--- config.mk ---
export PLATFORM = sky130hd
export DESIGN_NAME = burst_addr_gen
export DESIGN_NICKNAME = d
export VERILOG_FILES = /design/src/rtl/burst_addr_pkg.sv /design/src/rtl/burst_ctl_dec.sv /design/src/rtl/burst_mask_reg.sv /design/src/rtl/burst_cnt_core.sv /design/src/rtl/burst_readback.sv /design/src/rtl/burst_addr_gen.sv
export SDC_FILE = /design/constraint.sdc
export NUM_CORES = 1
export LEC_CHECK = 0
export BUFFER_PORTS_ARGS = -buffer_cell sky130_fd_sc_hd__clkbuf_2
export CELL_PAD_IN_SITES_DETAIL_PLACEMENT = 2
export CELL_PAD_IN_SITES_GLOBAL_PLACEMENT = 2
export CORE_ASPECT_RATIO = 1.5
export CORE_MARGIN = 2
export CORE_UTILIZATION = 34
export CTS_CLUSTER_SIZE = 8
export DETAILED_ROUTE_END_ITERATION = 7
export HOLD_SLACK_MARGIN = 0.02
export PLACE_DENSITY_LB_ADDON = 0.1
export SYNTH_ARGS = -nofsm -noshare
export SYNTH_HDL_FRONTEND = slang
export SYNTH_SLANG_ARGS = --single-unit
--- constraint.sdc ---
create_clock -name clk -period 4.57 [get_ports clk]
set_input_delay 0.914 -clock clk [delete_from_list [all_inputs] [get_ports clk]]
set_output_delay 0.914 -clock clk [all_outputs]
set_load 0.01 [all_outputs]
--- src/rtl/burst_addr_pkg.sv ---
package burst_addr_pkg;
  typedef enum logic [1:0] {
    OP_HOLD = 2'd0,
    OP_INC  = 2'd1,
    OP_LOAD = 2'd2,
    OP_CLR  = 2'd3
  } cnt_op_e;
endpackage

--- src/rtl/burst_ctl_dec.sv ---
module burst_ctl_dec
  import burst_addr_pkg::*;
(
  input  logic    cnt_load_n,
  input  logic    cnt_inc,
  input  logic    cnt_clr,
  input  logic    mask_load,
  output cnt_op_e op,
  output logic    mask_we
);
  // priority: clear, mask load (counter holds), load, increment, hold
  always_comb begin
    mask_we = 1'b0;
    op      = OP_HOLD;
    if (cnt_clr) begin
      op = OP_CLR;
    end else if (mask_load) begin
      mask_we = 1'b1;
    end else if (!cnt_load_n) begin
      op = OP_LOAD;
    end else if (cnt_inc) begin
      op = OP_INC;
    end
  end
endmodule

--- src/rtl/burst_mask_reg.sv ---
module burst_mask_reg #(
  parameter int AW = 16
) (
  input  logic          clk,
  input  logic          rst,
  input  logic          we,
  input  logic [AW-1:0] din,
  output logic [AW-1:0] mask
);
  localparam logic [AW-1:0] MASK_ALL = {AW{1'b1}};

  logic [AW-1:0] clean;

  // keep only the run of ones anchored at bit 0
  for (genvar i = 0; i < AW; i++) begin : g_clean
    assign clean[i] = &din[i:0];
  end

  always_ff @(posedge clk) begin
    if (rst)     mask <= MASK_ALL;
    else if (we) mask <= clean;
  end

  // stored mask is always a contiguous low run
  p_mask_contig_r8: assert property (@(posedge clk) disable iff (rst)
    ((mask + 1'b1) & mask) == '0);
  p_mask_keep_r7: assert property (@(posedge clk) disable iff (rst)
    !we |=> mask == $past(mask));
endmodule

--- src/rtl/burst_cnt_core.sv ---
module burst_cnt_core
  import burst_addr_pkg::*;
#(
  parameter int AW = 16
) (
  input  logic          clk,
  input  logic          rst,
  input  cnt_op_e       op,
  input  logic [AW-1:0] din,
  input  logic [AW-1:0] mask,
  output logic [AW-1:0] cnt,
  output logic          wrap
);
  logic [AW-1:0] field;
  logic [AW-1:0] inc_val;
  logic          wrap_now;

  assign field    = cnt & mask;
  assign inc_val  = (cnt & ~mask) | ((cnt + 1'b1) & mask);
  assign wrap_now = (op == OP_INC) && (mask != '0) && (field == mask);

  always_ff @(posedge clk) begin
    if (rst) begin
      cnt  <= '0;
      wrap <= 1'b0;
    end else begin
      wrap <= wrap_now;
      unique case (op)
        OP_CLR:  cnt <= '0;
        OP_LOAD: cnt <= din;
        OP_INC:  cnt <= inc_val;
        default: cnt <= cnt;
      endcase
    end
  end

  p_load_r2: assert property (@(posedge clk) disable iff (rst)
    op == OP_LOAD |=> cnt == $past(din));
  p_clr_r7: assert property (@(posedge clk) disable iff (rst)
    op == OP_CLR |=> cnt == '0);
  p_upper_hold_r5: assert property (@(posedge clk) disable iff (rst)
    op == OP_INC |=> (cnt & ~$past(mask)) == ($past(cnt) & ~$past(mask)));
  p_hold_r10: assert property (@(posedge clk) disable iff (rst)
    op == OP_HOLD |=> $stable(cnt));
  p_flag_pulse_r6: assert property (@(posedge clk) disable iff (rst)
    wrap |=> !wrap);
  p_flag_zero_r6: assert property (@(posedge clk) disable iff (rst)
    wrap |-> cnt == $past(cnt & ~mask));
endmodule

--- src/rtl/burst_readback.sv ---
module burst_readback #(
  parameter int AW = 16
) (
  input  logic          clk,
  input  logic          rst,
  input  logic          rb_cnt,
  input  logic          rb_mask,
  input  logic [AW-1:0] cnt,
  input  logic [AW-1:0] mask,
  output logic [AW-1:0] rb_data,
  output logic          rb_oe
);
  always_ff @(posedge clk) begin
    if (rst) begin
      rb_data <= '0;
      rb_oe   <= 1'b0;
    end else begin
      rb_oe <= rb_cnt | rb_mask;
      if (rb_cnt)       rb_data <= cnt;
      else if (rb_mask) rb_data <= mask;
    end
  end

  p_rb_on_r9: assert property (@(posedge clk) disable iff (rst)
    (rb_cnt | rb_mask) |=> rb_oe);
  p_rb_off_r9: assert property (@(posedge clk) disable iff (rst)
    !(rb_cnt | rb_mask) |=> !rb_oe);
  p_rb_cnt_r9: assert property (@(posedge clk) disable iff (rst)
    rb_cnt |=> rb_data == $past(cnt));
endmodule

--- src/rtl/burst_addr_gen.sv ---
module burst_addr_gen
  import burst_addr_pkg::*;
#(
  parameter int AW = 16
) (
  input  logic          clk,
  input  logic          rst,
  input  logic [AW-1:0] addr_in,
  input  logic          cnt_load_n,
  input  logic          cnt_inc,
  input  logic          cnt_clr,
  input  logic          mask_load,
  input  logic          rb_cnt,
  input  logic          rb_mask,
  output logic [AW-1:0] addr_out,
  output logic          wrap_flag,
  output logic [AW-1:0] rb_data,
  output logic          rb_oe
);
  cnt_op_e       op;
  logic          mask_we;
  logic [AW-1:0] mask;
  logic [AW-1:0] cnt;

  burst_ctl_dec u_dec (
    .cnt_load_n (cnt_load_n),
    .cnt_inc    (cnt_inc),
    .cnt_clr    (cnt_clr),
    .mask_load  (mask_load),
    .op         (op),
    .mask_we    (mask_we)
  );

  burst_mask_reg #(.AW(AW)) u_mask (
    .clk  (clk),
    .rst  (rst),
    .we   (mask_we),
    .din  (addr_in),
    .mask (mask)
  );

  burst_cnt_core #(.AW(AW)) u_cnt (
    .clk  (clk),
    .rst  (rst),
    .op   (op),
    .din  (addr_in),
    .mask (mask),
    .cnt  (cnt),
    .wrap (wrap_flag)
  );

  burst_readback #(.AW(AW)) u_rb (
    .clk     (clk),
    .rst     (rst),
    .rb_cnt  (rb_cnt),
    .rb_mask (rb_mask),
    .cnt     (cnt),
    .mask    (mask),
    .rb_data (rb_data),
    .rb_oe   (rb_oe)
  );

  assign addr_out = cnt;

  // load beats increment at the ports
  p_load_over_inc_r4: assert property (@(posedge clk) disable iff (rst)
    (!cnt_load_n && cnt_inc && !cnt_clr && !mask_load) |=> addr_out == $past(addr_in));
  // clear overrides everything
  p_clr_top_r7: assert property (@(posedge clk) disable iff (rst)
    cnt_clr |=> addr_out == '0);
endmodule

==> results of run 1 <==
==> worst min-delay path by stage <==
stage                               start               to  slack (ps)  cells past startpoint
after detailed placement   u_mask.mask[9]   u_mask.mask[9]         570                      1
after CTS                  u_mask.mask[6]   u_mask.mask[6]         590                      2
after floorplan           u_mask.mask[11]  u_mask.mask[11]         490                      2
final                      u_mask.mask[6]   u_mask.mask[6]         580                      2
after global placement    u_mask.mask[11]  u_mask.mask[11]         560                      2
after global routing       u_mask.mask[0]   u_mask.mask[0]         620                      1
==> placed cells by master, fill, tap and decap left out, types with 6 or more instances in the layout <==
master,count
dfxtp_1,50
xnor2_1,7
nand2_1,17
a21oi_1,20
nand4_1,8
nor2_1,37
a211oi_1,14
nor2b_1,8
nor4_1,9
mux2i_1,12
clkbuf_2,57
nand3_1,9
o21ai_0,11
a22oi_1,14
inv_1,21
o22ai_1,7
a211o_1,6
==> stage by stage <==
step	std cells	utilization [%]	power, uW	hold slack [ps]	setup WS [ps]
2_1_floorplan	324	-	576	486	1810
3_3_place_gp	463	39.2	630	555	1650
3_5_place_dp	463	39.2	637	570	1540
4_1_cts	471	41.4	1060	588	1860
5_1_grt	471	41.4	1100	617	1610
6_report	471	41.4	1050	580	1870
==> cells in the mapped netlist (2+ instances only) <==
library cell,instances
a211o_1,6
a211oi_1,14
a21boi_0,2
a21oi_1,20
a221o_1,5
a22oi_1,14
a31oi_1,2
and3_1,3
and4_1,4
buf_1,3
buf_2,2
buf_4,3
clkbuf_1,12
dfxtp_1,50
ha_1,5
inv_1,21
mux2i_1,12
nand2_1,17
nand2b_1,4
nand3_1,9
nand4_1,8
nor2_1,37
nor2b_1,8
nor3_1,4
nor4_1,9
o21ai_0,11
o221ai_1,2
o22ai_1,7
xnor2_1,7
==> worst max-delay path, stage by stage <==
cell and delay (ps):
clkbuf_2 110, nor2_1 100, or2_2 130, inv_1 50
ha_1 450, or4b_4 710, or3b_1 370, o211ai_1 80
==> cell type report <==
type	instances	area, um2	share of cell area (%)
well taps	102	128	4.03
inverters	21	78.8	2.49
clock inverters	3	40.0	1.26
repair buffers	58	293	9.23
flip-flops and latches	50	1000	31.6
clock buffers	5	125	3.95
multi-input cells	232	1510	47.5
==> sequential cells by signal (all words and copies together), names as in the netlist <==
| signal | flops |
|---|---|
| u_cnt.cnt | 16 |
| u_cnt.wrap | 1 |
| u_rb.rb_data | 16 |
| u_mask.mask | 16 |
| u_rb.rb_oe | 1 |
==> metal layers <==
layer / global-route usage [%] / vias to the layer above / wire [um] / share of wire [%]
met5: 0 / - / 0 / 0
met3: 3.11 / 11 / 328 / 3.4
met1: 29.8 / 1346 / 4270 / 44
met2: 41.1 / 69 / 4940 / 51
met4: 6.91 / 0 / 159 / 1.6
li1: - / 1282 / - / -
==> power by group through the flow <==
stage          Combinational [uW]  Sequential (uW)  Clock, uW
6_report                      135              491        426
5_1_grt                       153              494        453
4_1_cts                       137              491        433
3_5_place_dp                  137              501          0
3_3_place_gp                  131              500          0
2_1_floorplan                83.2              493          0
==> cells by family (layout without fill, tap and decap cells) <==
logic type | after synthesis | in the layout | synth area share, %
AND/OR/NAND/NOR | 117 | 117 | 23.6
XOR/XNOR | 7 | 7 | 2.28
buffers and inverters | 42 | 87 | 6.66
adder cells (fa/ha/maj) | 5 | 5 | 2.33
flip-flops | 50 | 50 | 37.3
AO/OA/AOI/OAI | 91 | 91 | 23.3
multiplexers | 12 | 12 | 4.47
==> qor.yml, run 1 <==
rsz0062_at_grt: "no"
num_rows: 39
syn-instance-count: 324
r2r_slack_ps: 2600
syn_area_per_cell_um2: 8.29
yosys_register_bits: 50
grt_overflow_total: 0
postCtsSetupBuffers: 0
finClkSkew_ps: 7.44
max_freq_ghz: 0.371
gp_congestion: 0.798
reg2regPathDepth: 5
ys.flop_type: "dfxtp_1"
fin_crit_sh_pct: 59.0
antennaDiodeCount: 0
syn2layout_area_growth_pct: 18.1
cp-endpoint: "u_cnt.cnt[13]"
dp_hpwl_um: 7210
cts_root_buf: "clkbuf_16"
synthTopCellsByArea: "dfxtp_1 (37%), nor2_1 (5.2%), mux2i_1 (4.5%)"
start_util_pct: 35.0
grt_pass1_vias: 2896
r2r_end: "u_cnt.cnt[8]"
port_buffers: 57
async_flop_share_pct: 0
final_area_um2: 3170
path_max_fanout: 23
tritoncts: "built"
p_per_area_nw_per_um2: 332
clock_path_buffers: 2
cp-end-kind: "flip-flop"
hold_path_class: "reg2reg"
hold_viol: 0
yosys.area.top_type: "dfxtp_1"
syn_nets: 353
vias: 2708
dpl_cell_area_um2: 3010
drt_pass1_iterations: 4
drc: 0
clock-sinks: 50
worstPathRequired_ps: 4790
critPathKind: "in2reg"
ys_types: 52
die_h_um: 113
synth_edf_count: 0
vias_per_cell: 5.75
ys_seq_area_share_pct: 37.3
grt_max_degree: 51
drt_iter0_drc: 105
pwr-share-clk_pct: 40.5
cp.arrival_ps: 2920
wl_um: 9700
routedWlPerCell_um: 20.6
setup_viol: 0
die_area_um2: 8640
grtUsageTotal_pct: 23.4
fp.coreArea_um2: 7660
maxCapViolations: 0
grt_pass1_wl_um: 16000
status: "complete, no violations"
worst_setup_path_start_kind: "input pin"
netlist.area_leader.share_pct: 37.3
period_minus_slack_ps: 2700
switching_power_uw: 281
yosysWarnings: 0
relSlewSlack_pct: 44.7
hold_buffers: 0
clkLatencyLatePin_ps: 290
die-width_um: 76.6
cts-htree-levels: 2
post_cts_resized: 0
synth_area_um2: 2690
antenna_found_initial: 0
tns_ps: 0
irDropWorstVdd_v: 0.000142
internal_power_uw: 770
leakage_uw: 0.00127
swShare_pct: 26.8
startpoint: "mask_load"
r2r_start: "u_cnt.cnt[1]"
tightest_slew_ps: 830
fin_nets: 397
cts.clk_slew.worst_paths_ps: 70
pwr-share-comb_pct: 12.8
drv_slew: 0
seqPwrFrac_pct: 46.6
fill_cells: 908
cts_buffers: 5
postRouteAntennaNets: 0
drive_gt1_share_pct: 19.8
io_pins: 58
Note: power is estimated with default switching activity, not from simulation.
==> run 2, diff against run 1 <==
--- a/config.mk
+++ b/config.mk
@@ -10,7 +10,7 @@
 export CELL_PAD_IN_SITES_GLOBAL_PLACEMENT = 2
 export CORE_ASPECT_RATIO = 1.5
 export CORE_MARGIN = 2
-export CORE_UTILIZATION = 34
+export CORE_UTILIZATION = 28
 export CTS_CLUSTER_SIZE = 8
 export DETAILED_ROUTE_END_ITERATION = 7
 export HOLD_SLACK_MARGIN = 0.02
==> constraint.sdc (replaced) <==
create_clock -name clk -period 2.4 [get_ports clk]
set_input_delay 0.48 -clock clk [delete_from_list [all_inputs] [get_ports clk]]
set_output_delay 0.48 -clock clk [all_outputs]
set_load 0.01 [all_outputs]
==> qor.yml, run 2 (same netlist as run 1, synthesis figures left out) <==
cts_root_buf: "clkbuf_16"  # unchanged
num_rows: 43  # was 39
drive_gt1_share_pct: 22.0  # was 19.8%
grt_max_degree: 37  # was 51
grt_pass1_vias: 2900  # was 2,896
cp.arrival_ps: 2250  # was 2920 ps
p_per_area_nw_per_um2: 622  # was 332 nW/um2
vias_per_cell: 5.47  # was 5.75
postRouteAntennaNets: 0  # unchanged
routedWlPerCell_um: 20.3  # was 20.6 um
worst_setup_path_start_kind: "input pin"  # unchanged
irDropWorstVdd_v: 0.000265  # was 0.000142 V
hold_buffers: 0  # unchanged
cp-end-kind: "flip-flop"  # unchanged
fill_cells: 1127  # was 908
vias: 2698  # was 2,708
port_buffers: 57  # unchanged
fin_hold_ws_ps: 459  # was 580 ps
drt_iter0_drc: 122  # was 105
setup_ws_ps: 373  # was 1870 ps
tightest_slew_ps: 833  # was 830 ps
antenna_found_initial: 0  # unchanged
reg_top3: "u_cnt.cnt (16), u_mask.mask (16), u_rb.rb_data (16)"  # unchanged
syn2layout_area_growth_pct: 21.9  # was 18.1%
cts_buffers: 5  # unchanged
hold_path_class: "in2reg"  # was reg2reg
postCtsSetupBuffers: 0  # unchanged
fin_nets: 409  # was 397
regArea_um2: 1000  # unchanged
tns_ps: 0  # unchanged
die_h_um: 124  # was 113 um
layout_common_cells: "clkbuf_2 (57), dfxtp_1 (50), nor2_1 (37)"  # unchanged
max_freq_ghz: 0.493
drv_slew: 0  # unchanged
cts-htree-levels: 2  # unchanged
critPathKind: "in2reg"  # unchanged
fin_crit_sh_pct: 84.5
status: "complete, no violations"  # unchanged
gp_congestion: 0.772  # was 0.798
fin_util_pct: 35.2  # was 41.4%
dpl_cell_area_um2: 3110  # was 3010 um2
start_util_pct: 28.8  # was 35.0%
setup_viol: 0  # unchanged
leakage_uw: 0.00133  # was 0.00127 uW
cts.clk_slew.worst_paths_ps: 70  # about the same
drt_pass1_iterations: 4  # unchanged
grt_pass1_wl_um: 16000  # about the same
io_pins: 58  # unchanged
tritoncts: "built"  # unchanged
hold_viol: 0  # unchanged
antennaDiodeCount: 0  # unchanged
final_common_cell: "clkbuf_2"  # unchanged
fp.coreArea_um2: 9310  # was 7660 um2
maxCapViolations: 0  # unchanged
clock-sinks: 50  # unchanged
dp_hpwl_um: 7730  # was 7210 um
grtUsageTotal_pct: 20.0  # was 23.4%
wl_um: 10000  # was 9700 um
post_cts_resized: 0  # unchanged
dp_slack_ps: 65.1  # was 1540 ps
relSlewSlack_pct: 44.5  # was 44.7%
final_area_um2: 3270  # was 3170 um2
path_max_fanout: 4  # was 23
multi_input_area_um2: 1510  # unchanged
worstPathRequired_ps: 2620  # was 4790 ps
finClkSkew_ps: 5.03  # was 7.44 ps
drc: 0  # unchanged
die_area_um2: 10400  # was 8640 um2
die-width_um: 84.0  # was 76.6 um
grt_overflow_total: 0  # unchanged
rsz0062_at_grt: "no"  # unchanged
clock_path_buffers: 2  # unchanged
period_minus_slack_ps: 2030
clkLatencyLatePin_ps: 300  # was 290 ps
## run 2: changes by cell type in the layout (fill, tap and decap cells not counted), sizes merged
cell      change
buf          +12
clkbuf        +1
clkinv        -2
clkinvlp      +1
## run 2: final timing paths
check | from | endpoint | slack, ps | depth (start not counted)
worst max register to register | u_cnt.cnt[1] | u_cnt.cnt[8] | 520 | 5
worst max-delay path | mask_load | u_cnt.cnt[13] | 370 | 7
worst min register to register | u_mask.mask[0] | u_mask.mask[0] | 560 | 1
worst min-delay path | addr_in[8] | u_mask.mask[8] | 460 | 3
## run 2: where the power goes
part | leakage (uW) | internal, uW | switching (uW)
sequential | 0.000411 | 874 | 58.3
clock | 0.0000771 | 493 | 335
combinational | 0.000837 | 117 | 159
## run 2: cell type report
class	instances	area share, %
multi-input cells	232	46.0
flip-flops and latches	50	30.6
repair buffers	70	11.7
well taps	112	4.28
clock buffers	6	3.94
inverters	21	2.41
clock inverters	2	1.15
## run 2: routing by layer
metal / part of all wire, % / up-vias / wire [um] / track usage, %
met5: 0 / - / 0 / 0
met3: 2.4 / 15 / 243 / 2.58
met1: 44 / 1329 / 4440 / 25.0
met2: 51 / 49 / 5140 / 35.9
met4: 1.8 / 0 / 182 / 6.35
li1: - / 1305 / - / -
## run 2: stage by stage
| stage | total power [uW] | std cells |
|---|---|---|
| after floorplan | 1100 | 324 |
| after global routing | 2130 | 493 |
| final | 2040 | 493 |
| after global placement | 1220 | 485 |
| after CTS | 2070 | 493 |
| after detailed placement | 1230 | 485 |
## run 2: worst max-delay path, cell delays in order
cell and delay, ps:
clkbuf_2 110, nor2_1 40, or2_2 280, ha_1 300, or4b_4 570, or3b_1 370
o211ai_1 90
